`config.mk`:
```
export PLATFORM = sky130hd
export DESIGN_NAME = ncld_unit
export DESIGN_NICKNAME = d
export VERILOG_FILES = /design/src/rtl/ncld_pkg.sv /design/src/rtl/ncld_turnaround.sv /design/src/rtl/ncld_addr_gen.sv /design/src/rtl/ncld_slot_ring.sv /design/src/rtl/ncld_unit.sv
export SDC_FILE = /design/constraint.sdc
export NUM_CORES = 1
export LEC_CHECK = 0
export CAP_MARGIN = 25
export CELL_PAD_IN_SITES_DETAIL_PLACEMENT = 0
export CELL_PAD_IN_SITES_GLOBAL_PLACEMENT = 1
export CORE_AREA = 2 2 284 216
export CTS_BUF_LIST = sky130_fd_sc_hd__clkbuf_16
export CTS_CLUSTER_DIAMETER = 50
export DETAILED_ROUTE_END_ITERATION = 8
export DIE_AREA = 0 0 286 218
export DONT_BUFFER_PORTS = 1
export GPL_ROUTABILITY_DRIVEN = 0
export PLACE_DENSITY_LB_ADDON = 0.15
export RECOVER_POWER = 25
export REMOVE_ABC_BUFFERS = 1
export SLEW_MARGIN = 5
export SYNTH_ARGS = -nofsm -noshare
export SYNTH_HDL_FRONTEND = slang
export SYNTH_SLANG_ARGS = --single-unit
```
`constraint.sdc`:
```
create_clock -name clk -period 10 [get_ports clk]
set_input_delay 2 -clock clk [delete_from_list [all_inputs] [get_ports clk]]
set_output_delay 2 -clock clk [all_outputs]
set_load 0.01 [all_outputs]
```
`src/rtl/ncld_pkg.sv`:
```
package ncld_pkg;
  localparam int WORD_W = 32;

  typedef enum logic [1:0] {
    LW_SGL  = 2'd0,
    LW_DBL  = 2'd1,
    LW_QUAD = 2'd2,
    LW_QDBL = 2'd3
  } ld_width_e;
endpackage

```
`src/rtl/ncld_turnaround.sv`:
```
module ncld_turnaround (
  input  logic clk,
  input  logic rst,
  input  logic req_load,
  input  logic store_acc,
  output logic stall
);
  logic after_store_q;

  always_ff @(posedge clk) begin
    if (rst) after_store_q <= 1'b0;
    else     after_store_q <= store_acc;
  end

  assign stall = after_store_q & req_load;
endmodule

```
`src/rtl/ncld_addr_gen.sv`:
```
module ncld_addr_gen #(
  parameter int AW = 16
) (
  input  logic          clk,
  input  logic          rst,
  input  logic          acc,
  input  logic          use_base,
  input  logic [AW-1:0] addr,
  input  logic [AW-1:0] stride,
  output logic [AW-1:0] ea,
  output logic [AW-1:0] base_q
);
  assign ea = use_base ? base_q : addr;

  always_ff @(posedge clk) begin
    if (rst)      base_q <= '0;
    else if (acc) base_q <= ea + stride;
  end
endmodule

```
`src/rtl/ncld_slot_ring.sv`:
```
module ncld_slot_ring
  import ncld_pkg::*;
#(
  parameter int DW     = 128,
  parameter int DEPTH  = 3,
  parameter int RD_LAT = 1
) (
  input  logic          clk,
  input  logic          rst,
  input  logic          load_acc,
  input  ld_width_e     load_width,
  input  logic [DW-1:0] mem_rdata,
  output logic          old_vld,
  output logic [DW-1:0] old_data
);
  localparam int PW = (DEPTH > 1) ? $clog2(DEPTH) : 1;
  localparam int L  = RD_LAT + 1;

  logic [PW-1:0] ptr;
  logic [DEPTH-1:0] slot_vld;
  logic [DW-1:0] ram [DEPTH];

  logic          dl_v    [L];
  logic [PW-1:0] dl_slot [L];
  ld_width_e     dl_w    [L];
  logic [DW-1:0] fill_data;

  always_ff @(posedge clk) begin
    if (rst) begin
      ptr      <= '0;
      slot_vld <= '0;
      old_vld  <= 1'b0;
    end else if (load_acc) begin
      ptr           <= (ptr == PW'(DEPTH - 1)) ? '0 : ptr + 1'b1;
      slot_vld[ptr] <= 1'b1;
      old_vld       <= slot_vld[ptr];
    end
  end

  always_ff @(posedge clk) begin
    if (rst) dl_v[0] <= 1'b0;
    else     dl_v[0] <= load_acc;
    dl_slot[0] <= ptr;
    dl_w[0]    <= load_width;
  end

  for (genvar i = 1; i < L; i++) begin : g_dl
    always_ff @(posedge clk) begin
      if (rst) dl_v[i] <= 1'b0;
      else     dl_v[i] <= dl_v[i-1];
      dl_slot[i] <= dl_slot[i-1];
      dl_w[i]    <= dl_w[i-1];
    end
  end

  always_comb begin
    fill_data = '0;
    unique case (dl_w[L-1])
      LW_SGL:  fill_data[WORD_W-1:0]   = mem_rdata[WORD_W-1:0];
      LW_DBL:  fill_data[2*WORD_W-1:0] = mem_rdata[2*WORD_W-1:0];
      default: fill_data               = mem_rdata;
    endcase
  end

  always_ff @(posedge clk) begin
    if (dl_v[L-1]) ram[dl_slot[L-1]] <= fill_data;
    if (load_acc)  old_data <= ram[ptr];
  end
endmodule

```
`src/rtl/ncld_unit.sv`:
```
module ncld_unit
  import ncld_pkg::*;
#(
  parameter int AW     = 16,
  parameter int DW     = 128,
  parameter int TW     = 5,
  parameter int DEPTH  = 3,
  parameter int RD_LAT = 1
) (
  input  logic          clk,
  input  logic          rst,
  input  logic          iss_valid,
  input  logic          iss_is_store,
  input  logic          iss_use_base,
  input  logic [AW-1:0] iss_addr,
  input  logic [AW-1:0] iss_stride,
  input  logic [1:0]    iss_width,
  input  logic [TW-1:0] iss_tag,
  input  logic [DW-1:0] iss_wdata,
  output logic          stall,
  output logic          mem_req,
  output logic          mem_we,
  output logic [AW-1:0] mem_addr,
  output logic [DW-1:0] mem_wdata,
  input  logic [DW-1:0] mem_rdata,
  output logic          wb_valid,
  output logic [TW-1:0] wb_tag,
  output logic          wb_dvalid,
  output logic [DW-1:0] wb_data,
  output logic [AW-1:0] base_out
);
  logic          acc_any, load_acc, store_acc;
  logic [AW-1:0] ea;
  logic          old_vld;
  logic [DW-1:0] old_data;

  assign acc_any   = iss_valid & ~stall;
  assign load_acc  = acc_any & ~iss_is_store;
  assign store_acc = acc_any & iss_is_store;

  ncld_turnaround u_turn (
    .clk       (clk),
    .rst       (rst),
    .req_load  (iss_valid & ~iss_is_store),
    .store_acc (store_acc),
    .stall     (stall)
  );

  ncld_addr_gen #(.AW(AW)) u_agen (
    .clk      (clk),
    .rst      (rst),
    .acc      (acc_any),
    .use_base (iss_use_base),
    .addr     (iss_addr),
    .stride   (iss_stride),
    .ea       (ea),
    .base_q   (base_out)
  );

  ncld_slot_ring #(.DW(DW), .DEPTH(DEPTH), .RD_LAT(RD_LAT)) u_ring (
    .clk        (clk),
    .rst        (rst),
    .load_acc   (load_acc),
    .load_width (ld_width_e'(iss_width)),
    .mem_rdata  (mem_rdata),
    .old_vld    (old_vld),
    .old_data   (old_data)
  );

  always_ff @(posedge clk) begin
    if (rst) begin
      mem_req   <= 1'b0;
      mem_we    <= 1'b0;
      mem_addr  <= '0;
      mem_wdata <= '0;
      wb_valid  <= 1'b0;
      wb_tag    <= '0;
    end else begin
      mem_req  <= acc_any;
      mem_we   <= store_acc;
      wb_valid <= load_acc;
      if (acc_any)   mem_addr  <= ea;
      if (store_acc) mem_wdata <= iss_wdata;
      if (load_acc)  wb_tag    <= iss_tag;
    end
  end

  assign wb_dvalid = old_vld;
  assign wb_data   = old_vld ? old_data : '0;
endmodule

```
==> out/results.txt, run 1 <==
status: finished with violations
failing checks: capacitance limit, slew limit
Fillers: 5229
Synth Flop Type: edfxtp_1
die area: 62350 um^2
Pre-antenna DRT Iters: 5
commonest non-fill, non-tap cell in the layout: edfxtp_1
RSZ-0062 raised after global routing: no
wire per inst: 22.70 um
pin count of the biggest net entering global routing: 175
Initial Util: 44.33%
Comb pwr share: 4.9%
design area: 29580 um^2
fraction of layout cells with a size suffix above 1: 7.139%
most frequent cells in the layout: edfxtp_1 (512), nand2_1 (441), dfxtp_1 (181)
Via Count: 15295
Hold Vio Cnt, Final: 0
Yosys cell types: 50
CP max-delay cell: nor2_1
power share of the sequential group: 52.6%
worst skew pair latency: 0.60 ns
Startpoint Class: input port
core area: 59730 um^2
sw frac: 22.23%
internal power: 4.825 mW
endpoints failing setup: 0
clock network power share: 42.6%
Place WS: 5.372 ns
Detail Route Antenna Nets: 0
setup repair bufs after CTS: 0
fin crit share: 43.86%
Detailed Route Iter0 Violations: 960
HPWL Detailed: 42260 um
Crit Path Max Fanout: 4
Post-Synthesis Cells: 2060
synth warn: 0
Synth Cell Area: 26480 um^2
Max Root-Sink Buffers: 3
Psw: 1.380 mW
required time worst endpoint: 8.00 ns
placed cell area: 27250 um^2
Sink Count: 695
post-synthesis sequential area ratio: 71.91%
PortBufs: 0
die width: 286 um
Arr. time, crit path: 2.39 ns
Fin Hold WS: 0.3259 ns
final net count: 2346
Crit Path Class: input port to primary output
Hold Path Class: register to register
Setup TNS: 0 ns
Synth async-reset ratio: 0%
worst setup margin: 5.614 ns
syn_area_per_cell: 12.85 um^2
Buf/Inv on CP: 0
Finished Core Util: 49.52%
P per Cell Area: 209.8 nW/um^2
Area growth, synth to finish: 11.72%
# hold bufs at CTS: 0
Peak Freq: 228.0 MHz
remaining global-route overflow: 0
clk_skew: 0.02021 ns
Synth Register Bits: 695
Slew @ Worst Pin: 2.896 ns
GRT Total Usage: 20.10%
DRC: 0
Die Ht: 218 um
Final min period: 4.386 ns
Reg clk slew, reported paths: 0.06 ns
initial antenna violation count: 24
VDD IR max: 0.1320 mV
Slew HR: -93.06%
CP endpoint kind: primary output
Resized Gates After CTS: 0
fin. max-slew vios: 246
CTS buffer count: 71
critical-path cell list: nand2b_1 -> nor2_1
DRT Wirelength: 65700 um
delay-heaviest family, CP: simple AND/OR/NAND/NOR gates
first-pass GRT wire length: 93560 um
I/O Pins: 598
vias in the first global route: 14479
Std-Cell Rows: 78
P_leak: 9.713 nW
Crit path largest cell delay: 0.24 ns
TritonCTS clock tree: yes
maxcap violations: 6
Via density: 5.285
Post-synth EDFFs: 512
CTS root buffer: clkbuf_16
H-tree depth: 3
## logic make-up (layout without fill, tap and decap cells)
logic type	Yosys count	in the layout	synth area share, %
and+or+nand+nor	729	729	12.88
DFF	695	695	71.91
AOI/OAI and AO/OA	333	333	6.673
muxes	147	147	5.633
buffers and inverters	135	162	1.957
adders and majority gates	16	16	0.7845
xor gates and xnor gates	5	5	0.1654
other	0	7	0
## area by class of cell
cell class / instances / area, um^2 / area share [%]
Inverter: 10 / 42.54 / 0.1438
Tap cell: 800 / 1001 / 3.384
Timing Repair Buffer: 22 / 202.7 / 0.6853
Sequential cell: 695 / 19040 / 64.38
Multi-Input combinational cell: 1230 / 6939 / 23.46
Clock buffer: 74 / 1852 / 6.261
Clock inverter: 56 / 480.5 / 1.624
Antenna cell: 7 / 17.52 / 0.05922
## per-layer routing
metal  vias up  GRT usage (%)  part of all wire (%)  wire, um
li1       7202              -                     -         -
met1      7490          24.43                    40     26440
met2       460          34.58                    50     32950
met3       123          6.172                   6.9      4562
met4        20          5.707                   2.5      1621
met5         -              0                  0.19       128
## power groups by stage
stage / registers [mW] / clock network [mW] / logic, mW
2_1_floorplan: 3.31 / 0 / 0.232
3_5_place_dp: 3.32 / 0 / 0.302
6_report: 3.26 / 2.64 / 0.302
3_3_place_gp: 3.32 / 0 / 0.293
5_1_grt: 3.27 / 2.82 / 0.340
4_1_cts: 3.26 / 2.70 / 0.304
## sequential cells by signal (all words and copies together), names as in the netlist, 4 cells and up
register and cells:
u_ring.old_data 128, mem_addr 16, wb_tag 5, u_ring.dl_w 4, u_ring.dl_slot 4, u_agen.base_q 16, u_ring.ram 384, mem_wdata 128
## through the flow
step | power, mW | std cells
after floorplan | 3.542 | 1935
after CTS | 6.269 | 2886
after global placement | 3.617 | 2753
after global routing | 6.430 | 2888
final | 6.205 | 2894
after detailed placement | 3.627 | 2756
## final timing paths
check	slack, ns	to	startpoint	cells after the start
setup / recovery	5.61	stall	iss_is_store	2
hold / removal	0.33	u_ring.dl_slot[0][3]$_DFF_P_	u_ring.dl_slot[0][1]$_DFF_P_	0
setup reg to reg	5.65	u_ring.ram[0][48]$_DFFE_PP_	u_ring.dl_v[1]$_SDFF_PP0_	3
hold reg to reg	0.33	u_ring.dl_slot[0][3]$_DFF_P_	u_ring.dl_slot[0][1]$_DFF_P_	0
## synthesized netlist by cell type (2+ instances only)
cell / number / area [um^2]
nand2_1: 442 / 1659
clkinv_1: 2 / 7.510
mux2_2: 16 / 180.2
buf_2: 9 / 45.04
o2111a_1: 2 / 22.52
nand4_1: 2 / 12.51
o2111ai_1: 2 / 17.52
clkbuf_1: 103 / 386.6
a211o_1: 2 / 17.52
nor2b_1: 37 / 231.5
o22ai_1: 4 / 25.02
nand3_1: 4 / 20.02
nor4b_1: 3 / 26.28
nor3_1: 4 / 20.02
ha_1: 15 / 187.7
xor2_1: 3 / 26.28
a211oi_1: 5 / 37.54
and3b_1: 2 / 17.52
nor3b_1: 3 / 22.52
o211ai_1: 2 / 15.01
inv_1: 8 / 30.03
o21ai_0: 135 / 675.7
nand2b_1: 4 / 25.02
edfxtp_1: 512 / 15370
a21oi_1: 166 / 830.8
a31oi_1: 4 / 25.02
mux2i_1: 131 / 1311
dfxtp_1: 183 / 3664
buf_1: 13 / 48.80
and2_1: 194 / 1214
or2_2: 2 / 12.51
xnor2_1: 2 / 17.52
and3_1: 4 / 25.02
or3_1: 3 / 18.77
nor2_1: 22 / 82.58
Note: power is estimated with default switching activity, not from simulation.
==> run 2, diff against run 1 <==
clock period = 3.6 ns   (was 10 ns; I/O delays follow)
==> out/results.txt, run 2 (synthesis gave the netlist of run 1 again) <==
GRT Total Usage: 20.37% (+0.27 points)
setup repair bufs after CTS: 0 (unchanged)
die width: 286 um (unchanged)
Inst Count DP: 2762 (+0.22%)
commonest non-fill, non-tap cell in the layout: edfxtp_1
fin crit share: 80.96%
Slew @ Worst Pin: 1.993 ns (-0.9029 ns)
required time worst endpoint: 3.92 ns (-4.08 ns)
Buf/Inv on CP: 1 (+1)
final net count: 2354 (+0.34%)
Hold Vio Cnt, Final: 0 (unchanged)
status: finished with violations
PortBufs: 0 (unchanged)
Max Root-Sink Buffers: 3 (unchanged)
worst skew pair latency: 0.61 ns (about the same)
endpoints failing setup: 0 (unchanged)
failing checks: capacitance limit, slew limit
Resized Gates After CTS: 0 (unchanged)
DRT Wirelength: 66250 um (+0.84%)
H-tree depth: 3 (unchanged)
I/O Pins: 598 (unchanged)
CP endpoint kind: register
worst setup margin: 0.6855 ns (-4.929 ns)
Reg clk slew, reported paths: 0.06 ns (about the same)
fin. max-slew vios: 115 (-53%)
delay-heaviest family, CP: flip-flops
non-filler cells, final: 2907 (+0.45%)
wire per inst: 22.79 um (+0.39%)
Final min period: 2.915 ns
clock network power share: 41.6% (-1.0 points)
maxcap violations: 3 (-3)
pin count of the biggest net entering global routing: 175 (unchanged)
sw frac: 22.71% (+0.48 points)
core area: 59730 um^2 (unchanged)
critical-path cell list: buf_4 -> mux2i_1 -> o21ai_0
internal power: 13.12 mW (+170%)
Comb pwr share: 5.1% (+0.2 points)
most frequent cells in the layout: edfxtp_1 (512), nand2_1 (442), dfxtp_1 (182)
Fillers: 5251 (+0.42%)
initial antenna violation count: 25 (+4.2%)
VDD IR max: 0.3352 mV (+150%)
P per Cell Area: 571.9 nW/um^2 (+170%)
Std-Cell Rows: 78 (unchanged)
Detailed Route Iter0 Violations: 1101 (+15%)
P_leak: 9.782 nW (+0.71%)
Crit Path Max Fanout: 30 (+26)
# hold bufs at CTS: 0 (unchanged)
Pre-antenna DRT Iters: 5 (unchanged)
Via Count: 15346 (+0.33%)
CP max-delay cell: dfxtp_1
clk_skew: 0.02338 ns (+0.003168 ns)
RSZ-0062 raised after global routing: no
Peak Freq: 343.1 MHz
vias in the first global route: 14632 (+1.1%)
Psw: 3.855 mW (+180%)
placed cell area: 27420 um^2 (+0.62%)
Arr. time, crit path: 3.24 ns (+0.85 ns)
Startpoint Class: register
TritonCTS clock tree: yes
Fin Hold WS: 0.1342 ns (-0.1917 ns)
Hold Path Class: input port to register
DRC: 0 (unchanged)
CTS root buffer: clkbuf_16
Detail Route Antenna Nets: 0 (unchanged)
design area: 29680 um^2 (+0.34%)
Largest register FFs: 384 (unchanged)
Setup TNS: 0 ns (unchanged)
Slew HR: -33.05% (+60 points)
CTS buffer count: 74 (+4.2%)
Crit path largest cell delay: 1.66 ns (+1.42 ns)
die area: 62350 um^2 (unchanged)
Die Ht: 218 um (unchanged)
Finished Core Util: 49.69% (+0.17 points)
Crit Path Class: register to register
fraction of layout cells with a size suffix above 1: 7.300% (+0.16 points)
Initial Util: 44.33% (unchanged)
power share of the sequential group: 53.3% (+0.7 points)
Area growth, synth to finish: 12.10%
remaining global-route overflow: 0 (unchanged)
Sink Count: 695 (unchanged)
Design Power: 16.97 mW (+170%)
Place WS: 0.5347 ns (-4.838 ns)
first-pass GRT wire length: 94610 um (+1.1%)
Via density: 5.279 (-0.12%)
HPWL Detailed: 42400 um (+0.32%)
-- run 2: cell types whose count changed in the layout (fill, tap and decap cells not counted), sizes merged --
cell      change
inv           +9
buf           +7
bufinv        -5
diode         +4
clkinvlp      -3
clkinv        +2
clkbuf        -1
-- run 2: power groups by stage --
stage / Clock (mW) / Combinational [mW] / Sequential (mW)
3_5_place_dp: 0 / 0.879 / 9.22
5_1_grt: 7.59 / 0.974 / 9.06
3_3_place_gp: 0 / 0.856 / 9.21
4_1_cts: 7.25 / 0.881 / 9.05
2_1_floorplan: 0 / 0.644 / 9.20
6_report: 7.06 / 0.871 / 9.04
-- run 2: worst reg2reg max path: cells and delay by family (launching register included) --
| family | cells | cell delay, ns |
|---|---|---|
| flip-flops | 1 | 1.66 |
| buffers and inverters | 1 | 0.64 |
| multiplexers | 1 | 0.24 |
| AO/OA/AOI/OAI | 1 | 0.10 |
-- run 2: worst paths after layout --
kind | startpoint | endpoint | depth (start not counted) | slack (ns)
max | u_ring.ptr[0]$_SDFFE_PP0P_ | u_ring.old_data[127]$_DFFE_PP_ | 3 | 0.69
min | iss_width[1] | u_ring.dl_w[0][1]$_DFF_P_ | 0 | 0.13
max reg2reg | u_ring.ptr[0]$_SDFFE_PP0P_ | u_ring.old_data[127]$_DFFE_PP_ | 3 | 0.69
min reg2reg | u_ring.dl_slot[0][1]$_DFF_P_ | u_ring.dl_slot[0][3]$_DFF_P_ | 0 | 0.33
-- run 2: cell type report --
cell class | count | area (um^2) | share of cell area, %
clock buffer | 75 | 1877 | 6.324
tap | 800 | 1001 | 3.373
multi-input combinational | 1230 | 6937 | 23.37
antenna | 11 | 27.53 | 0.09275
clock inverter | 59 | 381.6 | 1.286
sequential | 695 | 19040 | 64.16
inverter | 10 | 42.54 | 0.1433
timing repair buffer | 27 | 370.4 | 1.248
-- run 2: layer usage --
metal	track usage [%]	wire [um]	vias up	part of all wire [%]
li1	-	-	7222	-
met1	24.39	25820	7515	39
met2	34.26	33080	464	50
met3	7.197	5466	123	8.3
met4	6.771	1742	22	2.6
met5	0	147	-	0.22
